==> src/rtl/adu_pkg.sv <==
`timescale 1ns/1ps
package adu_pkg;
  localparam int SAMPLE_W = 12;
  localparam int OFFS_W   = 13;
  localparam int GAIN_W   = 2;
  localparam int ADDR_W   = 4;
  localparam int NRANGE   = 3;

  localparam logic [ADDR_W-1:0] CAL_OFS_BASE = 4'd0;
  localparam logic [ADDR_W-1:0] CAL_DIV_BASE = 4'd4;
  localparam logic [ADDR_W-1:0] CAL_THR_ADDR = 4'd8;

  // gain code 3 folds onto the lowest-sensitivity range
  function automatic logic [GAIN_W-1:0] gain_to_range(input logic [GAIN_W-1:0] code);
    return (code == 2'd3) ? 2'd2 : code;
  endfunction
endpackage

==> src/rtl/adu_cal_regs.sv <==
`timescale 1ns/1ps
module adu_cal_regs
  import adu_pkg::*;
#(
  parameter int W  = SAMPLE_W,
  parameter int OW = OFFS_W,
  parameter int NR = NRANGE
) (
  input  logic                 clk,
  input  logic                 rst_n,
  input  logic                 cfg_we,
  input  logic [ADDR_W-1:0]    cfg_addr,
  input  logic [OW-1:0]        cfg_wdata,
  output logic [NR*OW-1:0]     offs_flat,
  output logic [NR*W-1:0]      div_flat,
  output logic [W-1:0]         thr
);
  logic [OW-1:0] offs_q [NR];
  logic [OW-1:0] offs_n [NR];
  logic [W-1:0]  div_q  [NR];
  logic [W-1:0]  div_n  [NR];
  logic [W-1:0]  thr_q, thr_n;
  logic          cal_en;

  assign cal_en = cfg_we;

  always_comb begin
    for (int r = 0; r < NR; r++) begin
      offs_n[r] = offs_q[r];
      div_n[r]  = div_q[r];
      if (cfg_addr == CAL_OFS_BASE + ADDR_W'(r)) offs_n[r] = cfg_wdata;
      if (cfg_addr == CAL_DIV_BASE + ADDR_W'(r)) div_n[r]  = cfg_wdata[W-1:0];
    end
    thr_n = thr_q;
    if (cfg_addr == CAL_THR_ADDR) thr_n = cfg_wdata[W-1:0];
  end

  genvar r;
  generate
    for (r = 0; r < NR; r++) begin : g_range
      always_ff @(posedge clk or negedge rst_n) begin
        if (!rst_n) begin
          offs_q[r] <= '0;
          div_q[r]  <= W'(1);
        end else if (cal_en) begin
          offs_q[r] <= offs_n[r];
          div_q[r]  <= div_n[r];
        end
      end
      assign offs_flat[r*OW +: OW] = offs_q[r];
      assign div_flat[r*W +: W]    = div_q[r];
    end
  endgenerate

  always_ff @(posedge clk or negedge rst_n) begin
    if (!rst_n)      thr_q <= '0;
    else if (cal_en) thr_q <= thr_n;
  end

  assign thr = thr_q;
endmodule

==> src/rtl/adu_pixel_conv.sv <==
`timescale 1ns/1ps
module adu_pixel_conv
  import adu_pkg::*;
#(
  parameter int W  = SAMPLE_W,
  parameter int OW = OFFS_W,
  parameter int NR = NRANGE
) (
  input  logic              clk,
  input  logic              rst_n,
  input  logic              start,
  input  logic [W-1:0]      sample,
  input  logic [GAIN_W-1:0] gain,
  input  logic [NR*OW-1:0]  offs_flat,
  input  logic [NR*W-1:0]   div_flat,
  input  logic [W-1:0]      thr,
  output logic [W-1:0]      result,
  output logic              valid
);
  localparam int CW = $clog2(W);
  localparam logic [W-1:0] CNT_MAX = W'((1 << W) - 1);
  localparam logic signed [OW+1:0] SUM_MAX = (OW+2)'((1 << W) - 1);

  int                   rng;
  logic [OW-1:0]        offs_sel;
  logic [W-1:0]         div_sel;
  logic signed [OW+1:0] sum_s;
  logic [W-1:0]         dividend;

  // offset stage with clamp
  always_comb begin
    rng      = int'(gain_to_range(gain));
    offs_sel = offs_flat[rng*OW +: OW];
    div_sel  = div_flat[rng*W +: W];
    sum_s    = $signed({{(OW+2-W){1'b0}}, sample}) +
               $signed({{2{offs_sel[OW-1]}}, offs_sel});
    if (sum_s[OW+1])          dividend = '0;
    else if (sum_s > SUM_MAX) dividend = CNT_MAX;
    else                      dividend = sum_s[W-1:0];
  end

  logic          busy_q, busy_n;
  logic [CW-1:0] cnt_q, cnt_n;
  logic [W-1:0]  rem_q, rem_n;
  logic [W-1:0]  dq_q, dq_n;
  logic [W-1:0]  dvs_q, dvs_n;
  logic [W-1:0]  res_q, res_n;
  logic          valid_q, valid_n;
  logic          step_en;

  logic [W:0]    rem_shift;
  logic          ge;
  logic [W-1:0]  quot;
  logic [W-1:0]  count;

  assign step_en = start | busy_q;

  always_comb begin
    rem_shift = {rem_q, dq_q[W-1]};
    ge        = rem_shift >= {1'b0, dvs_q};
    quot      = {dq_q[W-2:0], ge};
    count     = (dvs_q == '0) ? CNT_MAX : quot;
    if (count < thr) count = '0;

    busy_n  = busy_q;
    cnt_n   = cnt_q;
    rem_n   = rem_q;
    dq_n    = dq_q;
    dvs_n   = dvs_q;
    res_n   = res_q;
    valid_n = valid_q;
    if (start) begin
      busy_n  = 1'b1;
      cnt_n   = '0;
      rem_n   = '0;
      dq_n    = dividend;
      dvs_n   = div_sel;
      valid_n = 1'b0;
    end else if (busy_q) begin
      rem_n = ge ? (rem_shift[W-1:0] - dvs_q) : rem_shift[W-1:0];
      dq_n  = quot;
      cnt_n = cnt_q + CW'(1);
      if (cnt_q == CW'(W-1)) begin
        busy_n  = 1'b0;
        res_n   = count;
        valid_n = 1'b1;
      end
    end
  end

  always_ff @(posedge clk or negedge rst_n) begin
    if (!rst_n) begin
      busy_q  <= 1'b0;
      cnt_q   <= '0;
      rem_q   <= '0;
      dq_q    <= '0;
      dvs_q   <= '0;
      res_q   <= '0;
      valid_q <= 1'b0;
    end else if (step_en) begin
      busy_q  <= busy_n;
      cnt_q   <= cnt_n;
      rem_q   <= rem_n;
      dq_q    <= dq_n;
      dvs_q   <= dvs_n;
      res_q   <= res_n;
      valid_q <= valid_n;
    end
  end

  assign result = res_q;
  assign valid  = valid_q;
endmodule

==> src/rtl/adu_chain_stage.sv <==
`timescale 1ns/1ps
module adu_chain_stage #(
  parameter int W = 12
) (
  input  logic         clk,
  input  logic         rst_n,
  input  logic         load_local,
  input  logic [W-1:0] local_word,
  input  logic [W-1:0] prev_word,
  output logic [W-1:0] out_word
);
  logic [W-1:0] word_q, word_n;

  always_comb word_n = load_local ? local_word : prev_word;

  always_ff @(posedge clk or negedge rst_n) begin
    if (!rst_n) word_q <= '0;
    else        word_q <= word_n;
  end

  assign out_word = word_q;
endmodule

==> src/rtl/adu_pixel_column.sv <==
`timescale 1ns/1ps
module adu_pixel_column
  import adu_pkg::*;
#(
  parameter int PIXELS = 4,
  parameter int W      = SAMPLE_W,
  parameter int OW     = OFFS_W
) (
  input  logic                       clk,
  input  logic                       rst_n,
  input  logic                       cfg_we,
  input  logic [ADDR_W-1:0]          cfg_addr,
  input  logic [OW-1:0]              cfg_wdata,
  input  logic                       conv_start,
  input  logic [PIXELS*W-1:0]        samples,
  input  logic [PIXELS*GAIN_W-1:0]   gains,
  input  logic                       frame_sync,
  input  logic [W-1:0]               chain_in,
  output logic [W-1:0]               chain_out,
  output logic [PIXELS-1:0]          conv_valid
);
  logic [1:0] rst_sync_q;
  logic       rst_int_n;

  always_ff @(posedge clk or negedge rst_n) begin
    if (!rst_n) rst_sync_q <= 2'b00;
    else        rst_sync_q <= {rst_sync_q[0], 1'b1};
  end
  assign rst_int_n = rst_sync_q[1];

  logic [NRANGE*OW-1:0] offs_flat;
  logic [NRANGE*W-1:0]  div_flat;
  logic [W-1:0]         thr;

  adu_cal_regs #(.W(W), .OW(OW), .NR(NRANGE)) u_cal (
    .clk       (clk),
    .rst_n     (rst_int_n),
    .cfg_we    (cfg_we),
    .cfg_addr  (cfg_addr),
    .cfg_wdata (cfg_wdata),
    .offs_flat (offs_flat),
    .div_flat  (div_flat),
    .thr       (thr)
  );

  logic [PIXELS:0][W-1:0]   link;
  logic [PIXELS-1:0][W-1:0] local_res;

  assign link[0] = chain_in;

  genvar p;
  generate
    for (p = 0; p < PIXELS; p++) begin : g_pix
      adu_pixel_conv #(.W(W), .OW(OW), .NR(NRANGE)) u_conv (
        .clk       (clk),
        .rst_n     (rst_int_n),
        .start     (conv_start),
        .sample    (samples[p*W +: W]),
        .gain      (gains[p*GAIN_W +: GAIN_W]),
        .offs_flat (offs_flat),
        .div_flat  (div_flat),
        .thr       (thr),
        .result    (local_res[p]),
        .valid     (conv_valid[p])
      );
      adu_chain_stage #(.W(W)) u_stage (
        .clk        (clk),
        .rst_n      (rst_int_n),
        .load_local (frame_sync),
        .local_word (local_res[p]),
        .prev_word  (link[p]),
        .out_word   (link[p+1])
      );
    end
  endgenerate

  assign chain_out = link[PIXELS];
endmodule

==> config.mk <==
export PLATFORM = sky130hd
export DESIGN_NAME = adu_pixel_column
export DESIGN_NICKNAME = d
export VERILOG_FILES = /design/src/rtl/adu_pkg.sv /design/src/rtl/adu_cal_regs.sv /design/src/rtl/adu_pixel_conv.sv /design/src/rtl/adu_chain_stage.sv /design/src/rtl/adu_pixel_column.sv
export SDC_FILE = /design/constraint.sdc
export NUM_CORES = 1
export LEC_CHECK = 0
export BUFFER_PORTS_ARGS = -buffer_cell sky130_fd_sc_hd__buf_4
export CAP_MARGIN = 20
export CORE_ASPECT_RATIO = 1.2
export CORE_UTILIZATION = 68
export DETAILED_ROUTE_END_ITERATION = 16
export PLACE_DENSITY = 0.83
export SKIP_LAST_GASP = 1
export SYNTH_ARGS = -nofsm -noshare
export SYNTH_HDL_FRONTEND = slang
export SYNTH_SLANG_ARGS = --single-unit
==> constraint.sdc <==
create_clock -name clk -period 16 [get_ports clk]
set_input_delay 3.2 -clock clk [delete_from_list [all_inputs] [get_ports clk]]
set_output_delay 3.2 -clock clk [all_outputs]
set_load 0.01 [all_outputs]
==> metrics.md, run 1 <==
| Metric | Value |
|---|---|
| H-tree levels | `2` |
| Crit start category | `primary input` |
| GRT met2 Usage | `60.28%` |
| Fmax | `161.9 MHz` |
| CTS Buf Count | `37` |
| Vias in the first global route | `18170` |
| Drt first-iter violations | `around 1700` |
| Synth Register Bits | `353` |
| Final WL | `63130 µm` |
| Largest net degree at the start of global routing | `92` |
| Met3 Use GR | `6.743%` |
| Mean area per synthesized cell | `9.584 µm²` |
| Ys async rst share | `100.0%` |
| Max-cap violation count | `0` |
| Crit path cell chain | `buf_4 -> mux2i_1 -> o21ai_0 -> ha_1 -> fa_1 -> a21oi_1 -> o221ai_1 -> a41oi_1 -> o21ai_0 -> a41oi_1 -> nor2b_1 -> a221o_1` |
| Post-synth EDFFs | `0` |
| Library cells used by synthesis | `76` |
| Most used routing layer | `met2` |
| Slowest cell on crit path | `buf_4` |
| Outcome | `finished, final reports clean` |
| Hold slack | `0.3716 ns` |
| Met1 GRT Util | `about 50%` |
| Area grow syn2layout | `10.33%` |
| Mapped Nets | `around 2600` |
| Post-synthesis sequential area ratio | `39.39%` |
| Root Driver | `clkbuf_16` |
| Critical Path Fanout Max | `25` |
| CTS Buffer Depth | `3` |
| CP required | `approximately 16 ns` |
| Critical Path AT | `6.60 ns` |
| Setup Viol. Count Final | `0` |
| Worst Clk Skew | `0.01614 ns` |
| Final hold violation count | `0` |
| Power Dens Cells | `162.3 nW/µm²` |
| Post-DR vias/cell | `6.513` |
| Hold Path Class | `flip-flop to flip-flop` |
| Vias | `18368` |
| TritonCTS clock tree | `done` |
| Die area | `33730 µm²` |
| Post-CTS Setup Repair Bufs | `0` |
| WL/cell | `22.39 µm` |
| Clock Sinks | `~350` |
| Most frequent cells in the layout | `349 x dfrtp_1, 254 x o21ai_0, 246 x nand2_1` |
| Drt drc | `0` |
| Final cycle utilization of the critical path | `38.61%` |
| Clock latency on the worst-skew pair | `0.55 ns` |
| Buf/Inv on CP | `1` |
| Gpl congestion | `0.9953` |
| Peak supply drop | `0.1501 mV` |
| Initial antenna violation count | `1` |
| Row cnt | `72` |
| Die height | `201.0 µm` |
| Top_reg_cell synth | `dfrtp_1` |
| Ports | `106` |
| Slew @ Worst Pin | `roughly 1 ns` |
| # nets final | `around 2600` |
| PostCTS Resize Cnt | `0` |
| IO Port Bufs | `approximately 110` |
| TritonRoute pass-1 iters | `8` |
| Pins Over Slew Limit | `0` |
| Number of routed nets with antenna violations | `0` |
| Die width | `167.8 µm` |
| Gate Count Post-Synth | `around 2300` |
| Layout cell share with drive strength beyond 1 | `16.62%` |
| N_diodes | `0` |
| Gr usage total | `between 30% and 40%` |
| Min Tclk post-route | `6.177 ns` |
| Most common cell after layout, fill and taps aside | `dfrtp_1` |
| Area of the mapped netlist | `around 22000 µm²` |
| Synth Warn # | `0` |
| Setup repair after global routing missed its margin | `false` |
| Global route overflow | `0` |
| Post-route setup TNS | `0 ns` |
| Relative slew slack | `33.19%` |
| Dpl hpwl | `45190 µm` |
| Core area | `32340 µm²` |
| Starting density of the core | `between 60% and 70%` |
| Max stage delay on crit path | `0.42 ns` |
| Clock-pin slew on the worst setup and hold paths | `0.06 ns` |
| Largest delay share family, worst path | `compound AO/OA/AOI/OAI gates` |
| Crit end category | `flip-flop` |
| CTS Hold Buffers Added | `0` |
| Leak pwr | `11.91 nW` |
| Setup CP Type | `primary input to flip-flop` |
| Global-route wire length before repair | `99420 µm` |
-- worst reg2reg max path, stage by stage (launching register included) --
cell,delay [ns]
dfrtp_1,0.39
nor4_1,0.40
and3_1,0.58
nor2_1,0.12
inv_1,0.08
ha_1,0.24
a211oi_1,0.51
and3_1,0.24
nand3_1,0.21
a31oi_1,0.80
o21ai_0,0.22
-- cells by family after synthesis --
kind of cell             after synthesis  share of synthesized area (%)
other                                  1                        0.01671
multiplexers                         322                          15.30
flip-flops                           353                          39.39
AO/OA/AOI/OAI                        584                          16.58
buffers and inverters                224                          3.954
adder cells (fa/ha/maj)              156                          8.968
AND/OR/NAND/NOR                      626                          12.87
XOR/XNOR                              75                          2.928
-- cell usage after synthesis, types with 4 or more instances --
master	n	area, µm²
dfrtp_1	350	8758
o21ai_0	254	1271
nand2_1	246	923.4
mux2i_1	161	1612
nor2_1	160	600.6
mux2_2	158	1779
ha_1	148	1852
inv_1	104	390.4
a21oi_1	87	435.4
clkbuf_1	80	300.3
xnor2_1	52	455.4
a211oi_1	45	337.8
a21o_1	35	262.8
nand2b_1	30	187.7
nor2b_1	29	181.4
or2_2	28	175.2
nor3_1	25	125.1
o21a_1	25	187.7
buf_1	23	86.33
xor2_1	23	201.4
nor4_1	21	131.4
nand3_1	20	100.1
a221o_1	18	180.2
and3_1	16	100.1
nand4_1	16	100.1
a31oi_1	14	87.58
o221a_2	14	157.7
o211ai_1	12	90.09
nand3b_1	11	82.58
buf_4	8	60.06
fa_1	8	160.2
a311oi_1	7	61.31
buf_2	7	35.03
o221ai_1	7	61.31
and2_1	6	37.54
nor3b_1	6	45.04
o21bai_1	6	45.04
a41oi_1	5	43.79
o22ai_1	5	31.28
o31ai_1	5	37.54
a2111oi_0	4	35.03
a41o_1	4	40.04
o31a_1	4	35.03
or3_1	4	25.02
-- power by group --
group | leakage, nW | switching, mW | internal, mW
sequential | 4.51 | 0.181 | 1.08
combinational | 6.76 | 1.02 | 0.808
clock | 0.637 | 0.372 | 0.560
-- registers in the layout, indices dropped and copies added, names as in the netlist --
name,cells
g_pix.u_conv.dvs_q,48
g_pix.u_conv.dq_q,48
u_cal.offs_flat,39
g_pix.u_conv.valid,4
g_pix.u_conv.rem_q,48
u_cal.div_flat,36
u_cal.thr,12
g_pix.u_conv.cnt_q,16
g_pix.u_stage.out_word,48
g_pix.u_conv.result,48
g_pix.u_conv.busy_q,4
rst_sync_q,2
-- layer usage --
metal  vias up  wire length [µm]
li1       8491                 -
met1      8913             25810
met2       786             28810
met3       178              4964
met4         0              3544
met5         -                 0
-- area by class of cell --
| cell class | count | area (µm²) |
|---|---|---|
| inverters | 105 | 394.1 |
| clock buffers | 49 | 1042 |
| flip-flops and latches | 353 | 8841 |
| multi-input cells | 1764 | 12710 |
| well taps | 407 | 509.2 |
| repair buffers | 125 | 982.2 |
| clock inverters | 17 | 272.8 |
| fillers | 2150 | 7589 |
-- per-stage QoR --
step / cells / power, mW / setup WS [ns] / util, % / instance area (µm²)
2_1_floorplan: 2341 / 2.591 / 5.438 / - / 22440
3_3_place_gp: 2752 / 2.965 / 9.483 / 72.30 / 23380
3_5_place_dp: 2752 / 3.042 / 9.351 / 72.30 / 23380
4_1_cts: 2818 / 3.987 / 9.903 / 76.37 / 24700
5_1_grt: 2820 / 4.259 / 9.634 / 76.54 / 24750
6_report: 2820 / 4.017 / 9.823 / 76.54 / 24750
-- path summary, 6_finish.rpt --
path,cells after the start,startpoint,to,slack (ns)
max reg2reg,10,g_pix[1].u_conv.dvs_q[7]$_DFFE_PN0P_,g_pix[1].u_conv.result[5]$_DFFE_PN0P_,12.05
min in group asynchronous,0,rst_sync_q[1]$_DFF_PN0_,u_cal.offs_flat[10]$_DFFE_PN0P_,0.39
min reg2reg,0,rst_sync_q[0]$_DFF_PN0_,rst_sync_q[1]$_DFF_PN0_,0.37
max in group asynchronous,1,rst_n,rst_sync_q[1]$_DFF_PN0_,13.49
min,0,rst_sync_q[0]$_DFF_PN0_,rst_sync_q[1]$_DFF_PN0_,0.37
max,12,gains[4],g_pix[2].u_conv.dq_q[1]$_DFFE_PN0N_,9.82
No activity file was read; power rests on OpenSTA's default activity.
==> run 2: changes to the inputs <==
ABC_AREA = 1   (was default)
CORE_UTILIZATION = 63   (was 68)
PLACE_DENSITY = 0.78   (was 0.83)
clock period = 5.9 ns   (was 16 ns; I/O delays follow)
==> run 2 against run 1 <==
Net effect: final cell count up 19%; setup slack worse by 8.1 ns; synthesized cell count up 21%; combinational power up 120%; core utilization down 5.7 points; die area up 6.0%; critical path depth up 2; clock skew up 0.0081 ns; largest cell class unchanged; highest routed layer is now met5.
==> metrics.md, run 2 <==
| Metric | Value |
|---|---|
| Outcome | `finished, final reports clean` |
| PostCTS Resize Cnt | `0 (unchanged)` |
| Post-synthesis sequential area ratio | `40.08% (+0.69 points)` |
| WL/cell | `20.89 µm (-6.7%)` |
| Layout cell share with drive strength beyond 1 | `10.03% (-6.6 points)` |
| Ys async rst share | `100.0% (unchanged)` |
| Final WL | `70370 µm (+11%)` |
| Buf/Inv on CP | `3 (+2)` |
| Post-route setup TNS | `0 ns (unchanged)` |
| Setup Viol. Count Final | `0 (unchanged)` |
| Pins Over Slew Limit | `0 (unchanged)` |
| Ports | `106 (unchanged)` |
| Dpl cells | `3303 (+20%)` |
| R2r startpoint | `u_cal.offs_flat[17]$_DFFE_PN0P_` |
| Final hold violation count | `0 (unchanged)` |
| Final Power | `9.764 mW (+140%)` |
| # nets final | `3132 (+19%)` |
| Most frequent cells after synthesis | `796 x nand2_1, 350 x dfrtp_1, 286 x a21oi_1` |
| Post-synth top area cell | `dfrtp_1` |
| Root Driver | `clkbuf_16` |
| FF-to-FF End | `g_pix[2].u_conv.dq_q[2]$_DFFE_PN0N_` |
| Fmax | `240.5 MHz` |
| Min Tclk post-route | `4.158 ns` |
| Worst Clk Skew | `0.02428 ns (+0.008137 ns)` |
| Clock latency on the worst-skew pair | `0.54 ns (about the same)` |
| Synth Register Bits | `353 (unchanged)` |
| Util after Layout | `70.83% (-5.7 points)` |
| Max-cap violation count | `0 (unchanged)` |
| Final cycle utilization of the critical path | `70.48%` |
| Drt drc | `0 (unchanged)` |
| Setup CP Type | `primary input to flip-flop` |
| Starting density of the core | `64.36% (-5.0 points)` |
| Post-DP Area | `23050 µm² (-1.4%)` |
| Largest delay share family, worst path | `compound AO/OA/AOI/OAI gates` |
| Mapped Nets | `3087 (+19%)` |
| Critical Path AT | `4.58 ns (-2.02 ns)` |
| Most frequent cells in the layout | `796 x nand2_1, 349 x dfrtp_1, 286 x a21oi_1` |
| Max stage delay on crit path | `0.77 ns (+0.35 ns)` |
| Placement Setup Slack | `1.312 ns (-8.039 ns)` |
| CTS Hold Buffers Added | `0 (unchanged)` |
| Ranking of synthesized cells by area | `dfrtp_1 40%, nand2_1 14%, ha_1 8.4%` |
| Top_reg_cell synth | `dfrtp_1` |
| Post-synth EDFFs | `0 (unchanged)` |
| Initial antenna violation count | `2 (+1)` |
| CTS Buf Count | `36 (-2.7%)` |
| Global-route wire length before repair | `108200 µm (+8.8%)` |
| Core area | `34260 µm² (+5.9%)` |
| H-tree levels | `2 (unchanged)` |
| Hold Path Class | `flip-flop to async pin` |
| Area of the mapped netlist | `22050 µm² (-1.7%)` |
| Power Dens Cells | `402.4 nW/µm² (+150%)` |
| Row cnt | `74 (+2.8%)` |
| Dpl hpwl | `51110 µm (+13%)` |
| Clock-pin slew on the worst setup and hold paths | `0.06 ns (about the same)` |
| IO Port Bufs | `105 (unchanged)` |
| Gate Count Post-Synth | `2841 (+21%)` |
| Vias | `20395 (+11%)` |
| Synth Warn # | `0 (unchanged)` |
| Count leader, synth | `nand2_1` |
| CP required | `6.32 ns (-10.10 ns)` |
| Post-synth top area share | `39.72% (+0.68 points)` |
| Die width | `172.8 µm (+3.0%)` |
| Register-to-register setup slack | `2.77 ns (-9.28 ns)` |
| Post-CTS Setup Repair Bufs | `0 (unchanged)` |
| Gr usage total | `39.64% (+1.7 points)` |
| Most common cell after layout, fill and taps aside | `nand2_1` |
| Post-DR vias/cell | `6.056 (-7.0%)` |
| Hold slack | `0.1722 ns (-0.1994 ns)` |
| Area grow syn2layout | `10.06%` |
| Library cells used by synthesis | `52 (-32%)` |
| Non-Filler Instances | `3368 (+19%)` |
| Clock Sinks | `353 (unchanged)` |
| Vias in the first global route | `19584 (+7.8%)` |
| Slew @ Worst Pin | `1.066 ns (+0.06348 ns)` |
| Setup repair after global routing missed its margin | `false` |
| Crit start category | `primary input` |
| Die height | `206.9 µm (+3.0%)` |
| CTS Buffer Depth | `3 (unchanged)` |
| TritonCTS clock tree | `done` |
| Die area | `35750 µm² (+6.0%)` |
| Leak pwr | `12.38 nW (+3.9%)` |
| Worst reg2reg path depth | `13 (+3)` |
| Drt first-iter violations | `2122 (+27%)` |
| Peak supply drop | `0.2836 mV (+89%)` |
| Critical Path Fanout Max | `38 (+52%)` |
| Crit end category | `flip-flop` |
| Final Worst Setup Slack | `1.742 ns (-8.081 ns)` |
| TritonRoute pass-1 iters | `6 (-2)` |
| Mean area per synthesized cell | `7.761 µm² (-19%)` |
| Global route overflow | `0 (unchanged)` |
| Number of routed nets with antenna violations | `0 (unchanged)` |
| Crit path cell chain | `buf_4 -> inv_1 -> o21ai_0 -> a21oi_1 -> a21oi_1 -> ha_1 -> inv_1 -> nor3_1 -> nand3_1 -> nand4_1 -> nand2_1 -> a31oi_1 -> o21ai_0 -> o221ai_1` |
| Slowest cell on crit path | `inv_1` |
| Final Cell Area | `24270 µm² (-2.0%)` |
| Gpl congestion | `0.9977 (+0.24%)` |
| Largest net degree at the start of global routing | `178 (+93%)` |
| Relative slew slack | `28.69% (-4.5 points)` |
## run 2: cell types whose count changed after synthesis, moves of 30 or more
| cell | delta |
|---|---|
| a211oi_1 | -43 |
| a21oi_1 | +199 |
| inv_1 | +168 |
| mux2_2 | -110 |
| mux2i_1 | -161 |
| nand2_1 | +550 |
| nand2b_1 | -30 |
| nand3_1 | +98 |
| nor2_1 | -31 |
| o211ai_1 | +46 |
## run 2: area by class of cell
type	count	area, µm²
sequential	353	8841
antenna	1	2.502
timing repair buffer	125	983.4
inverter	281	1055
clock inverter	13	157.7
multi-input combinational	2089	11630
clock buffer	50	1025
tap	456	570.5
fill	2720	9992
## run 2: worst max-delay path by stage
| stage | from | endpoint | slack, ns | cells after the start |
|---|---|---|---|---|
| detailed placement | gains[5] | g_pix[2].u_conv.dq_q[2]$_DFFE_PN0N_ | 1.31 | 14 |
| global route | gains[5] | g_pix[2].u_conv.dq_q[2]$_DFFE_PN0N_ | 1.43 | 14 |
| CTS | gains[5] | g_pix[2].u_conv.dq_q[2]$_DFFE_PN0N_ | 1.85 | 14 |
| global placement | gains[5] | g_pix[2].u_conv.dq_q[0]$_DFFE_PN0N_ | 1.39 | 14 |
| finish | gains[5] | g_pix[2].u_conv.dq_q[2]$_DFFE_PN0N_ | 1.74 | 14 |
| floorplan | rst_sync_q[1]$_DFF_PN0_ | g_pix[0].u_conv.busy_q$_DFFE_PN0N_ | 0.14 | 0 |
## run 2: logic make-up after synthesis
| kind of cell | synth area share [%] |
|---|---|
| DFF | 40.08 |
| buffers and inverters | 7.167 |
| other | 0.01701 |
| AOI/OAI and AO/OA | 16.86 |
| and+or+nand+nor | 21.26 |
| muxes | 2.451 |
| adders and majority gates | 9.125 |
| xor gates and xnor gates | 3.042 |
## run 2: power by group
part / switching [mW] / internal, mW / total [mW]
Combinational: 2.64 / 1.45 / 4.09
Clock: 0.990 / 1.35 / 2.34
Sequential: 0.453 / 2.88 / 3.33
## run 2: per-layer routing
metal | up-vias | routed length [µm] | GRT usage (%)
met4 | 2 | 4145 | 22.41
li1 | 9533 | - | -
met3 | 203 | 6264 | 7.070
met5 | - | 13 | 0
met2 | 967 | 32120 | 64.14
met1 | 9690 | 27830 | 50.74
